File: config.mk
export PLATFORM = sky130hd
export DESIGN_NAME = sb_dep_matrix
export DESIGN_NICKNAME = d
export VERILOG_FILES = /design/src/rtl/sb_dep_pkg.sv /design/src/rtl/sb_dep_cell.sv /design/src/rtl/sb_col_merge.sv /design/src/rtl/sb_hazard_merge.sv /design/src/rtl/sb_dep_matrix.sv
export SDC_FILE = /design/constraint.sdc
export NUM_CORES = 1
export LEC_CHECK = 0
export BUFFER_PORTS_ARGS = -buffer_cell sky130_fd_sc_hd__buf_2
export CORE_MARGIN = 8
export CORE_UTILIZATION = 60
export CTS_BUF_LIST = sky130_fd_sc_hd__clkbuf_16
export CTS_CLUSTER_SIZE = 40
export DETAILED_ROUTE_END_ITERATION = 16
export PLACE_DENSITY_LB_ADDON = 0.1
export SYNTH_ARGS = -nofsm -noshare
export SYNTH_HDL_FRONTEND = slang
export SYNTH_SLANG_ARGS = --single-unit
File: constraint.sdc
create_clock -name clk -period 3.7 [get_ports clk]
set_input_delay 0.555 -clock clk [delete_from_list [all_inputs] [get_ports clk]]
set_output_delay 0.555 -clock clk [all_outputs]
set_load 0.03 [all_outputs]
File: src/rtl/sb_dep_pkg.sv
package sb_dep_pkg;

  // Outputs of one dependency cell.
  typedef struct packed {
    logic dest_q;   // destination reservation held
    logic src_q;    // any source reservation held
    logic raw_p;    // this cell sees a read of its reserved destination
    logic war_p;    // this cell sees a write to its reserved source
    logic rd_sel;   // read select contribution
    logic wr_sel;   // write select contribution
  } cell_out_t;

  // Next state of a reservation flop: a new set is stronger than a clear.
  function automatic logic next_resv(input logic q, input logic set, input logic clr);
    return set | (q & ~clr);
  endfunction

endpackage

File: src/rtl/sb_dep_cell.sv
module sb_dep_cell
  import sb_dep_pkg::*;
(
  input  logic      clk,
  input  logic      rst,
  input  logic      issue,
  input  logic      dest_b,
  input  logic      src1_b,
  input  logic      src2_b,
  input  logic      go_rd,
  input  logic      go_wr,
  output cell_out_t cell_o
);

  logic d_q, s1_q, s2_q;

  always_ff @(posedge clk) begin
    if (rst) begin
      d_q  <= 1'b0;
      s1_q <= 1'b0;
      s2_q <= 1'b0;
    end else begin
      d_q  <= next_resv(d_q,  issue & dest_b, go_wr);
      s1_q <= next_resv(s1_q, issue & src1_b, go_rd);
      s2_q <= next_resv(s2_q, issue & src2_b, go_rd);
    end
  end

  always_comb begin
    cell_o.dest_q = d_q;
    cell_o.src_q  = s1_q | s2_q;
    cell_o.raw_p  = d_q & (src1_b | src2_b);
    cell_o.war_p  = (s1_q | s2_q) & dest_b;
    cell_o.rd_sel = go_rd & (s1_q | s2_q);
    cell_o.wr_sel = go_wr & d_q;
  end

endmodule

File: src/rtl/sb_col_merge.sv
module sb_col_merge #(
  parameter int NUM_FU  = 4,
  parameter int NUM_REG = 8,
  localparam int CELLS  = NUM_FU * NUM_REG
) (
  input  logic [CELLS-1:0]   cell_sel,
  output logic [NUM_REG-1:0] col_sel
);

  // cell index = fu*NUM_REG + reg
  for (genvar r = 0; r < NUM_REG; r++) begin : g_col
    logic [NUM_FU-1:0] column;
    for (genvar f = 0; f < NUM_FU; f++) begin : g_row
      assign column[f] = cell_sel[f*NUM_REG + r];
    end
    assign col_sel[r] = |column;
  end

endmodule

File: src/rtl/sb_hazard_merge.sv
module sb_hazard_merge #(
  parameter int NUM_FU  = 4,
  parameter int NUM_REG = 8,
  localparam int CELLS  = NUM_FU * NUM_REG
) (
  input  logic [CELLS-1:0]  cell_hit,
  output logic [NUM_FU-1:0] row_flag
);

  // Per-row OR over registers, then OR of all rows except the own one.
  logic [NUM_FU-1:0] row_any;

  for (genvar f = 0; f < NUM_FU; f++) begin : g_any
    assign row_any[f] = |cell_hit[f*NUM_REG +: NUM_REG];
  end

  for (genvar f = 0; f < NUM_FU; f++) begin : g_flag
    localparam logic [NUM_FU-1:0] OWN = NUM_FU'(1) << f;
    assign row_flag[f] = |(row_any & ~OWN);
  end

endmodule

File: src/rtl/sb_dep_matrix.sv
module sb_dep_matrix
  import sb_dep_pkg::*;
#(
  parameter int NUM_FU  = 4,
  parameter int NUM_REG = 8
) (
  input  logic               clk,
  input  logic               rst,
  input  logic [NUM_FU-1:0]  issue_i,
  input  logic [NUM_REG-1:0] dest_i,
  input  logic [NUM_REG-1:0] src1_i,
  input  logic [NUM_REG-1:0] src2_i,
  input  logic [NUM_FU-1:0]  go_rd_i,
  input  logic [NUM_FU-1:0]  go_wr_i,
  output logic [NUM_FU-1:0]  raw_o,
  output logic [NUM_FU-1:0]  war_o,
  output logic [NUM_REG-1:0] rd_sel_o,
  output logic [NUM_REG-1:0] wr_sel_o
);

  localparam int CELLS = NUM_FU * NUM_REG;

  // Named cell-level events, index fu*NUM_REG + reg.
  logic [CELLS-1:0] dest_q_m, src_q_m;
  logic [CELLS-1:0] raw_p_m, war_p_m;
  logic [CELLS-1:0] rd_p_m, wr_p_m;

  for (genvar f = 0; f < NUM_FU; f++) begin : g_fu
    for (genvar r = 0; r < NUM_REG; r++) begin : g_reg
      localparam int IDX = f*NUM_REG + r;
      cell_out_t co;
      sb_dep_cell u_cell (
        .clk    (clk),
        .rst    (rst),
        .issue  (issue_i[f]),
        .dest_b (dest_i[r]),
        .src1_b (src1_i[r]),
        .src2_b (src2_i[r]),
        .go_rd  (go_rd_i[f]),
        .go_wr  (go_wr_i[f]),
        .cell_o (co)
      );
      assign dest_q_m[IDX] = co.dest_q;
      assign src_q_m[IDX]  = co.src_q;
      assign raw_p_m[IDX]  = co.raw_p;
      assign war_p_m[IDX]  = co.war_p;
      assign rd_p_m[IDX]   = co.rd_sel;
      assign wr_p_m[IDX]   = co.wr_sel;
    end
  end

  sb_col_merge #(.NUM_FU(NUM_FU), .NUM_REG(NUM_REG)) u_rd_merge (
    .cell_sel (rd_p_m),
    .col_sel  (rd_sel_o)
  );

  sb_col_merge #(.NUM_FU(NUM_FU), .NUM_REG(NUM_REG)) u_wr_merge (
    .cell_sel (wr_p_m),
    .col_sel  (wr_sel_o)
  );

  sb_hazard_merge #(.NUM_FU(NUM_FU), .NUM_REG(NUM_REG)) u_raw_merge (
    .cell_hit (raw_p_m),
    .row_flag (raw_o)
  );

  sb_hazard_merge #(.NUM_FU(NUM_FU), .NUM_REG(NUM_REG)) u_war_merge (
    .cell_hit (war_p_m),
    .row_flag (war_o)
  );

endmodule

Yosys cells after proc, flatten, opt, wreduce, memory -nomap -nowiden

Cells that the tools add are included.

Div/mod/pow operators: 0
Order comparisons: 0
Bitwise operators: 464
Equality and inequality tests: 0
Reductions and logical operators: 24
Shifts and indexed selects: 0
$add $sub $neg: 0
Muxes and demuxes: 0
$mul: 0

Operator list:

| kind                | number |
|---|---|
| 1-bit AND           | 320 |
| 24-bit OR reduction | 8 |
| 1-bit OR            | 136 |
| 4-bit OR reduction  | 16 |
| 1-bit NOT           | 8 |

Input bits: 38
Output and inout port bits: 24
Memory bits (writable): 0
Logic and storage cells: 584
Latch bits: 0
Bits in registers: 96
Memories kept: 0
Bits in read-only memories: 0

Logic depth before layout (Yosys ltp)

Gate-level depths: netlist of run 1.

Depth after elaboration: 3
Mapped depth: 4

By module

From an unflattened synthesis of run 1, not the netlist that was laid out.

Cells, all modules: 624
Area, all modules: 5104.9 sq um

Modules (own cells, without submodules):

| module          | cells each | area an instance (sq um) | times used |
|---|---|---|---|
| sb_dep_cell     | 18         | 150.1                    | 32 |
| sb_hazard_merge | 16         | 90.1                     | 2 |
| sb_col_merge    | 8          | 60.1                     | 2 |

Least setup slack after synthesis of run 1

No wires, ideal clock.

Kind: input -> output
From: in src2_i[2]
To: out raw_o[3]
Data arrival time: 1.535 ns
Slack: 1.610 ns
Stages on the path: 4
Buffers on the path: 0
Cell sequence: or2_2 -> a22oi_1 -> and4_1 -> nand3_1

Word-level cells in the longest chain between the ends: 3
Elaborated cells between the ends (all ways): 5
Those cells by class: 4 x bitwise; 1 x reduce/logical

Ends and longest elaborated chain:

| what                  | line                  | RTL |
|---|---|---|
| start, declared       | sb_dep_matrix.sv:12   | `input logic [NUM_REG-1:0] src2_i,` |
| 1-bit OR *            | sb_dep_cell.sv:32     | `cell_o.raw_p = d_q & (src1_b \| src2_b);` |
| 1-bit AND             | sb_dep_cell.sv:32     |  |
| 24-bit OR reduction * | sb_hazard_merge.sv:19 | `assign row_flag[f] = \|(row_any & ~OWN);` |
| end, declared         | sb_dep_matrix.sv:15   | `output logic [NUM_FU-1:0] raw_o,` |

Every way passes the cells marked *; elsewhere a longest branch is shown, timed or not.

Worst setup path after layout of run 1

From: reg g_fu[3].g_reg[4].u_cell.s2_q
To: out war_o[2]

Word-level cells in the longest chain between the ends: 3

Ends and longest elaborated chain:

| what                   | line                  | RTL |
|---|---|---|
| start, declared        | sb_dep_cell.sv:15     | `logic d_q, s1_q, s2_q;` |
| start signal, assigned | sb_dep_cell.sv:25     | `s2_q <= next_resv(s2_q, issue & src2_b, go_rd);` |
| 1-bit OR               | -                     |  |
| 1-bit AND              | sb_dep_cell.sv:33     | `cell_o.war_p = (s1_q \| s2_q) & dest_b;` |
| 24-bit OR reduction    | sb_hazard_merge.sv:19 |  |
| end, declared          | sb_dep_matrix.sv:16   | `output logic [NUM_FU-1:0] war_o,` |

No other way between the ends.

==> results.txt, run 1 <==
outcome: completed
Max Cap Violations: 0
Psw: 0.6762 mW
std cell rows: 29
Die W: 97.68 um
final number of hold-violating endpoints: 0
Starting Density: 62.68%
Net Sw Frac: 26.52%
ant diodes: 0
Final WS setup: 1.003 ns
Core Region: 6386 um^2
met2 WL post-DR: 5739 um
CP max-delay cell: or3b_1
Reg power frac: 44.6%
post-CTS setup buffers: 0
max-slew violations: 0
CTS Buffer Depth: 2
clock share of power: 40.7%
Post-Route Setup TNS: 0 ns
First-pass DRT Iterations: 5
post-synthesis cell type count: 18
internal power: 1.873 mW
fmax: 370.8 MHz
critical setup path kind: reg2out
# hold bufs at CTS: 0
Routed WL: 12500 um
yosys warns: 0
DR iter-0 viols: 473
Root Driver: clkbuf_16
Seq/Total Area, Yosys: 48.02%
Critical Path Start Type: register
clk_lat worst skew: 0.34 ns
chip height: 97.68 um
via count: 4124
worst vdd ir: 0.5356 mV
period utilization: 72.89%
start point of the critical path: g_fu[3].g_reg[4].u_cell.s2_q
Tmin final: 2.697 ns
synthesized instance count: 466
delay-heaviest family, CP: simple AND/OR/NAND/NOR gates
WP data arrival: 2.14 ns
P per Cell Area: 548.0 nW/um^2
post-DP HPWL: 8295 um
Worst Setup End Kind: output pin
Post-Place Worst Slack: 1.172 ns
RSZ-0062 raised after global routing: false
met3 routed WL: 1138 um
DRC violations left: 0
share of cells above drive strength 1: 17.60%
CTS buffer count: 9
logic gate share of total power: 14.7%
largest net degree at the start of global routing: 45
Final setup viols: 0
worst-path fanout max: 3
top layer in use: met4
RD Place Congestion: 0.8689
Worst R2R End: g_fu[2].g_reg[1].u_cell.d_q
global-route wire length before repair: 20010 um
critical-path cell list: o21ai_0 > nand4_1 > nor4_1 > or3b_1 > buf_2
worst hold path class: reg2reg
Layout fillers: 519
PortBufs: 61
Power Total: 2.549 mW
GRT Total Usage: 25.74%
antenna violations before repair: 0
Die ar.: 9540 um^2
reg2reg setup slack: 2.99 ns
Top Ports: 62
Slew @ Worst Pin: 0.8206 ns
synthesized area: 4003 um^2
Layout Skew: 0 ns
Syn Nets: 504
CP max stage delay: 0.42 ns
Clock Sinks: 96
routed len/inst: 21.05 um
Clk pin slew, worst setup/hold paths: 0.06 ns
H-tree depth: 3
number of global-route vias before repair: 4097
R2R cell count: 2
vias per std cell: 6.943
GR Overflow Total: 0
Worst Path Required: 3.14 ns
CTS resizes: 0
Mapped Avg Cell Area: 8.589 um^2
worst path bufs/invs: 1
wl on met1: 5042 um
synthesis-to-layout area growth: 16.22%
Final nets: 551
leakage: 1.846 nW
Multi-input gate area: 1948 um^2
storage element area: 1922 um^2
Worst path depth: 5
worst reg2reg startpoint: g_fu[2].g_reg[1].u_cell.d_q
CTS tree: done
Worst Setup EP: war_o[2]
#FFs+latches synth: 96
number of routed nets with antenna violations: 0
Max-slew headroom: 45.29%
-- placed cells by master, fill, tap and decap left out, drive strengths merged --
master and count:
buf 63, clkbuf 9, clkinvlp 1, nand3 4, nand2 9, dfxtp 96
a22oi 128, and4 4, o21ai 64, bufinv 3, nor4 2, or2 8
or3b 3, nor2 97, clkinv 1, inv 9, nand4 16
-- sequential cells by signal (all words and copies together), names as in the netlist --
register and cells:
g_fu.g.u_cell.d_q 32, g_fu.g.u_cell.s1_q 32, g_fu.g.u_cell.s2_q 32
-- cells by family (layout without fill, tap and decap cells) --
| kind of cell | count (synthesis) | count (layout) | share of synthesized area (%) |
|---|---|---|---|
| AND/OR/NAND/NOR | 143 | 143 | 16.19 |
| buffers and inverters | 35 | 86 | 3.313 |
| AO/OA/AOI/OAI | 192 | 192 | 32.48 |
| flip-flops | 96 | 96 | 48.01 |
-- area by class of cell --
| type | count | share of cell area (%) |
|---|---|---|
| multi-input cells | 335 | 41.88 |
| clock inverters | 6 | 2.367 |
| inverters | 8 | 0.6455 |
| repair buffers | 63 | 6.885 |
| clock buffers | 9 | 4.841 |
| flip-flops and latches | 96 | 41.31 |
| well taps | 77 | 2.071 |
-- layer usage --
layer / up-vias / track usage, %
met2: 254 / 39.94
met1: 1967 / 30.25
met4: 0 / 15.85
met5: - / 0
li1: 1844 / -
met3: 59 / 8.037
-- worst register-to-register path, stage by stage, from the launching register on --
cell,delay [ns]
dfxtp_1,0.34
a22oi_1,0.17
nor2_1,0.06
-- synthesized netlist by cell type --
cell	number	area, um^2
nand4_1	16	100.1
buf_2	1	5.000
or3b_1	3	26.28
nor2_1	97	364.1
nand2_1	9	33.78
and4_1	4	35.03
a22oi_1	128	960.9
dfxtp_1	96	1922
o21ai_1	9	45.04
nor4_1	1	6.260
nand3_1	4	20.02
buf_1	4	15.01
inv_1	8	30.03
o21ai_0	50	250.2
clkbuf_1	22	82.58
or2_2	8	50.05
nor4_2	1	12.51
o21ai_2	5	43.79
-- through the flow --
step | area [um^2] | hold WS, ns | cells | utilization (%)
finish | 4652 | 0.5145 | 594 | 72.84
detailed placement | 4317 | 0.4967 | 579 | 67.59
floorplan | 4003 | 0.4741 | 466 | -
global route | 4652 | 0.5422 | 594 | 72.84
CTS | 4652 | 0.5171 | 594 | 72.84
global placement | 4317 | 0.4905 | 579 | 67.59
-- power by group through the flow --
stage	sequential, mW	combinational, mW	clock (mW)
detailed placement	1.16	0.367	0
floorplan	1.14	0.245	0
global route	1.14	0.406	1.08
CTS	1.13	0.369	1.05
global placement	1.16	0.360	0
finish	1.14	0.375	1.04
-- how the worst min path moves through the flow --
stage / cells past startpoint / to / from
floorplan: 2 / g_fu[0].g_reg[0].u_cell.s2_q / g_fu[0].g_reg[0].u_cell.s2_q
global placement: 2 / g_fu[1].g_reg[3].u_cell.s1_q / g_fu[1].g_reg[3].u_cell.s1_q
detailed placement: 2 / g_fu[0].g_reg[5].u_cell.s2_q / g_fu[0].g_reg[5].u_cell.s2_q
CTS: 2 / g_fu[0].g_reg[6].u_cell.s1_q / g_fu[0].g_reg[6].u_cell.s1_q
global route: 2 / g_fu[2].g_reg[1].u_cell.s2_q / g_fu[2].g_reg[1].u_cell.s2_q
finish: 2 / g_fu[0].g_reg[6].u_cell.s2_q / g_fu[0].g_reg[6].u_cell.s2_q
Note: power is estimated with default switching activity, not from simulation.
==> run 2: changes to the inputs <==
CORE_UTILIZATION = 51   (was 60)
clock period = 2.4 ns   (was 3.7 ns; I/O delays follow)
==> run 2 against run 1 <==
Wire length up 4.9%. Flip-flop and latch count unchanged. Critical path type unchanged. Non-clock buffer count stayed put.
==> results.txt, run 2 (synthesis results as in run 1) <==
GR Util met3: 5.160%
CTS tree: done
Max Cap Violations: 0
routed len/inst: 21.22 um
fmax: 429.9 MHz
Max-slew headroom: 57.13%
max-slew violations: 0
Tmin final: 2.326 ns
First-pass DRT Iterations: 5
RD Place Congestion: 0.9385
met1 Use GR: 29.34%
Clk pin slew, worst setup/hold paths: 0.06 ns
Final WS setup: 0.07398 ns
largest registers: g_fu.g.u_cell.d_q: 32 flops, g_fu.g.u_cell.s1_q: 32 flops, g_fu.g.u_cell.s2_q: 32 flops
CTS Buffer Depth: 2
H-tree depth: 3
Routed WL: 13110 um
CP max stage delay: 0.42 ns
vias per std cell: 6.594
antenna violations before repair: 0
Top Ports: 62
commonest non-fill, non-tap cell in the layout: a22oi_1
Most Used Layer, Global Route: met2
number of global-route vias before repair: 3971
Post-Route Setup TNS: 0 ns
via count: 4075
CTS buffer count: 9
DR iter-0 viols: 443
Worst Path Required: 2.04 ns
std cell rows: 32
WP data arrival: 1.97 ns
Die W: 104.6 um
Layout Skew: 0 ns
worst-path fanout max: 3
Die ar.: 10940 um^2
met2 GRT Util: 37.61%
Final setup viols: 0
period utilization: 96.92%
GRT Total Usage: 23.29%
delay-heaviest family, CP: simple AND/OR/NAND/NOR gates
Slew @ Worst Pin: 0.6424 ns
start point of the critical path: g_fu[2].g_reg[6].u_cell.s2_q
outcome: completed
Starting Density: 52.34%
Clock Sinks: 96
worst reg2reg startpoint: g_fu[1].g_reg[4].u_cell.d_q
Worst Hold Launch: src2_i[4]
DRC violations left: 0
Post-Place Worst Slack: 0.2265 ns
P per Cell Area: 813.3 nW/um^2
clk_lat worst skew: 0.33 ns
RSZ-0062 raised after global routing: true
Final nets: 551
share of cells above drive strength 1: 18.22%
number of routed nets with antenna violations: 0
Worst Setup End Kind: output pin
Core Region: 7647 um^2
largest net degree at the start of global routing: 60
Critical Path Start Type: register
final number of hold-violating endpoints: 0
synthesis-to-layout area growth: 17.16%
global-route wire length before repair: 20740 um
GR Overflow Total: 0
CP max-delay cell: or3b_1
Root Driver: clkbuf_16
most frequent cells in the layout: 128 x a22oi_1, 97 x nor2_1, 96 x dfxtp_1, 61 x buf_2, 40 x o21ai_0
critical-path cell list: o21ai_2 > nand4_1 > nor4_2 > or3b_1 > buf_2
post-DP HPWL: 8796 um
worst hold path class: in2reg
chip height: 104.6 um
Post-Route Utilization: 61.32%
worst vdd ir: 0.3796 mV
worst path bufs/invs: 1
ant diodes: 0
PortBufs: 61
leakage: 1.844 nW
critical setup path kind: reg2out
## run 2: cell types whose count changed in the layout (fill, tap and decap cells not counted), sizes merged
cell and delta:
bufinv -1, clkinv +2, clkinvlp -1, inv -1
## run 2: metal layers
metal	routed length, um	share of wire (%)
met3	1164	8.9
met5	0	0
met2	6118	47
met4	305	2.3
met1	5525	42
## run 2: final timing paths
kind              slack [ns]  depth (start not counted)                      endpoint
setup / recovery        0.07                          5                      war_o[3]
hold / removal          0.34                          3  g_fu[0].g_reg[4].u_cell.s2_q
setup reg to reg        1.70                          2   g_fu[1].g_reg[4].u_cell.d_q
hold reg to reg         0.52                          2  g_fu[1].g_reg[3].u_cell.s2_q
## run 2: through the flow
stage	total power, mW	std cells	cell area [um^2]	hold slack [ns]
after floorplan	2.142	466	4003	0.4741
after detailed placement	2.359	604	4373	0.5058
after global placement	2.349	604	4373	0.4874
after global routing	3.933	618	4690	0.3690
after CTS	3.810	618	4678	0.3416
final	3.814	618	4690	0.3398
## run 2: what timing repair did
| action | 4_1_cts | 5_1_grt |
|---|---|---|
| setup buffers | 0 | 0 |
| resized for setup | 2 | 12 |
| setup endpoints to repair | 3 | 3 |
| pin swaps | 0 | 4 |
| hold buffers | 0 | 0 |
## run 2: power by group
group	internal (mW)	switching, mW	leakage [nW]	total (mW)
combinational	0.202	0.389	0.904	0.592
sequential	1.68	0.0745	0.792	1.76
clock	0.894	0.572	0.149	1.47
total	2.78	1.04	1.84	3.81
## run 2: final cells by class
cell class / count / area, um^2
fillers: 701 / 2958
multi-input cells: 335 / 1966
flip-flops and latches: 96 / 1922
repair buffers: 63 / 345.3
clock buffers: 9 / 225.2
well taps: 102 / 127.6
clock inverters: 5 / 73.82
inverters: 8 / 30.03
## run 2: worst min-delay path: cells and delay by family
kind	cells	cell delay [ns]
AOI/OAI and AO/OA	1	0.08
buffers and inverters	1	0.12
and+or+nand+nor	1	0.08
==> run 3: changes to the inputs <==
ABC_AREA = 1   (was not set)
CORE_MARGIN = 4   (was 8)
CORE_UTILIZATION = 52   (was 51)
==> run 3 against run 2 <==
Wire length is 7.2% lower. Maximum frequency grew 16%. First-iteration DRC count is 34% lower. Global-route usage increased by 1.7 points. Cell count increased by 34%. Flip-flop and latch count unchanged. Setup slack improved by 0.32 ns. Worst hold slack worse by 0.025 ns. Die area shrank 8.4%. Count of clock-buffer cells in the layout unchanged.
==> results.txt, run 3 <==
RD Place Congestion: 0.8655
Layout fillers: 807
Top Ports: 62
yosys warns: 0
PortBufs: 61
RSZ-0062 raised after global routing: false
clk_lat worst skew: 0.33 ns
post-DP HPWL: 8358 um
cell accounting for the most synthesized area: dfxtp_1
DRC violations left: 0
Final nets: 759
Starting Density: 53.69%
EDFF count, synth: 0
global-route wire length before repair: 20110 um
most frequent cells in the layout: 207 x nand2_1, 123 x nor2_1, 106 x a21oi_1, 96 x dfxtp_1, 61 x buf_2
final number of hold-violating endpoints: 0
DP Cell Count: 815
#FFs+latches synth: 96
outcome: completed
max-slew violations: 0
Mapped Avg Cell Area: 6.517 um^2
First-pass DRT Iterations: 6
Post-Layout Cell Count: 830
Die ar.: 10020 um^2
synthesized instance count: 677
CTS resizes: 0
Syn Nets: 715
ys flop type: dfxtp_1
WP data arrival: 1.65 ns
Yosys top cell area share: 43.56%
Post-Route Setup TNS: 0 ns
worst-path fanout max: 3
P per Cell Area: 766.4 nW/um^2
most common cell in the synthesized netlist: nand2_1
CTS buffer count: 9
share of cells above drive strength 1: 14.76%
Layout Skew: 0 ns
Tmin final: 2.008 ns
dpl cell area: 4740 um^2
Core Region: 8217 um^2
Max-slew headroom: 61.71%
commonest non-fill, non-tap cell in the layout: nand2_1
Max Cap Violations: 0
Critical Path Start Type: register
post-CTS setup buffers: 0
critical setup path kind: reg2out
Clock Sinks: 96
ant diodes: 0
Worst Hold Launch: src2_i[3]
post-synthesis cell type count: 19
Die W: 100.1 um
Final setup viols: 0
start point of the critical path: g_fu[1].g_reg[1].u_cell.s2_q
H-tree depth: 3
vias per std cell: 5.383
number of global-route vias before repair: 4220
worst vdd ir: 0.3626 mV
# hold bufs at CTS: 0
GRT Total Usage: 24.98%
Worst Path Required: 2.04 ns
number of routed nets with antenna violations: 0
antenna violations before repair: 0
Worst Setup End Kind: output pin
Root Driver: clkbuf_16
largest net degree at the start of global routing: 97
chip height: 100.1 um
std cell rows: 33
main area contributors after synthesis: dfxtp_1 44%, nand2_1 18%, a21oi_1 12%, nor2_1 10%, inv_1 2.7%
Routed WL: 12180 um
worst hold path class: in2reg
Seq/Total Area, Yosys: 43.56%
period utilization: 83.67%
CTS Buffer Depth: 2
routed len/inst: 14.67 um
worst reg2reg startpoint: g_fu[0].g_reg[7].u_cell.s2_q
synthesized area: 4412 um^2
fin area: 5050 um^2
Slew @ Worst Pin: 0.5744 ns
DR iter-0 viols: 294
most frequent cells after synthesis: 207 x nand2_1, 123 x nor2_1, 106 x a21oi_1, 96 x dfxtp_1, 32 x inv_1
Synth async-reset ratio: 0%
largest registers: g_fu.g.u_cell.d_q: 32 flops, g_fu.g.u_cell.s1_q: 32 flops, g_fu.g.u_cell.s2_q: 32 flops
synthesis-to-layout area growth: 14.46%
CTS tree: done
GR Overflow Total: 0
via count: 4468
leakage: 2.128 nW
Clk pin slew, worst setup/hold paths: 0.06 ns
fmax: 498.0 MHz
[run 3: cell types whose count changed in the layout (fill, tap and decap cells not counted), sizes merged, moves of 15 or more]
cell   previous run  this run
a22oi           128         0
o21ai            64        20
nand2             9       207
a21oi             0       106
nand4            16         1
nor2             97       135
inv               8        51
[run 3: worst paths after layout]
path | to | depth (start not counted) | slack, ns
hold / removal | g_fu[2].g_reg[3].u_cell.s2_q | 3 | 0.32
setup reg to reg | g_fu[0].g_reg[7].u_cell.s2_q | 2 | 1.76
hold reg to reg | g_fu[3].g_reg[1].u_cell.s1_q | 2 | 0.46
setup / recovery | war_o[0] | 7 | 0.39
[run 3: area by class of cell]
class,instances,area [um^2],share of cell area (%)
inverters,50,187.7,3.717
flip-flops and latches,96,1922,38.06
clock inverters,6,85.08,1.685
clock buffers,9,225.2,4.460
well taps,105,131.4,2.602
repair buffers,64,340.3,6.739
multi-input cells,500,2158,42.74
[run 3: critical path, cell delays in order (launching register included)]
cell and delay (ns):
dfxtp_1 0.31, nor2_1 0.17, nor2_1 0.06, nor2_1 0.15, nand2_1 0.08, nor2_1 0.22
nand3_1 0.13, buf_2 0.20
[run 3: power by group]
| part | internal (mW) | total, mW | switching [mW] |
|---|---|---|---|
| sequential | 1.68 | 1.73 | 0.0485 |
| combinational | 0.198 | 0.635 | 0.437 |
| clock | 0.905 | 1.50 | 0.599 |
[run 3: cells by family after synthesis]
| group | after synthesis | share of synthesized area, % |
|---|---|---|
| compound gates | 148 | 17.95 |
| simple gates | 352 | 30.97 |
| buf+inv | 81 | 7.516 |
| flops | 96 | 43.56 |
[run 3: per-layer routing]
layer	wire length, um	global-route usage (%)	vias to the layer above
met3	728	3.614	25
li1	-	-	2236
met1	5469	33.46	2060
met2	5691	40.48	147
met5	0	0	-
met4	285	10.36	0
[run 3: through the flow]
step | util, % | total power, mW | setup WS [ns] | hold WS, ns
after CTS | 61.46 | 3.892 | 0.3904 | 0.3105
after global placement | 57.68 | 2.380 | 0.6706 | 0.4472
after global routing | 61.46 | 4.043 | 0.3020 | 0.3141
after floorplan | - | 2.189 | 0.9168 | 0.4388
final | 61.46 | 3.870 | 0.3919 | 0.3152
after detailed placement | 57.68 | 2.396 | 0.6164 | 0.4525
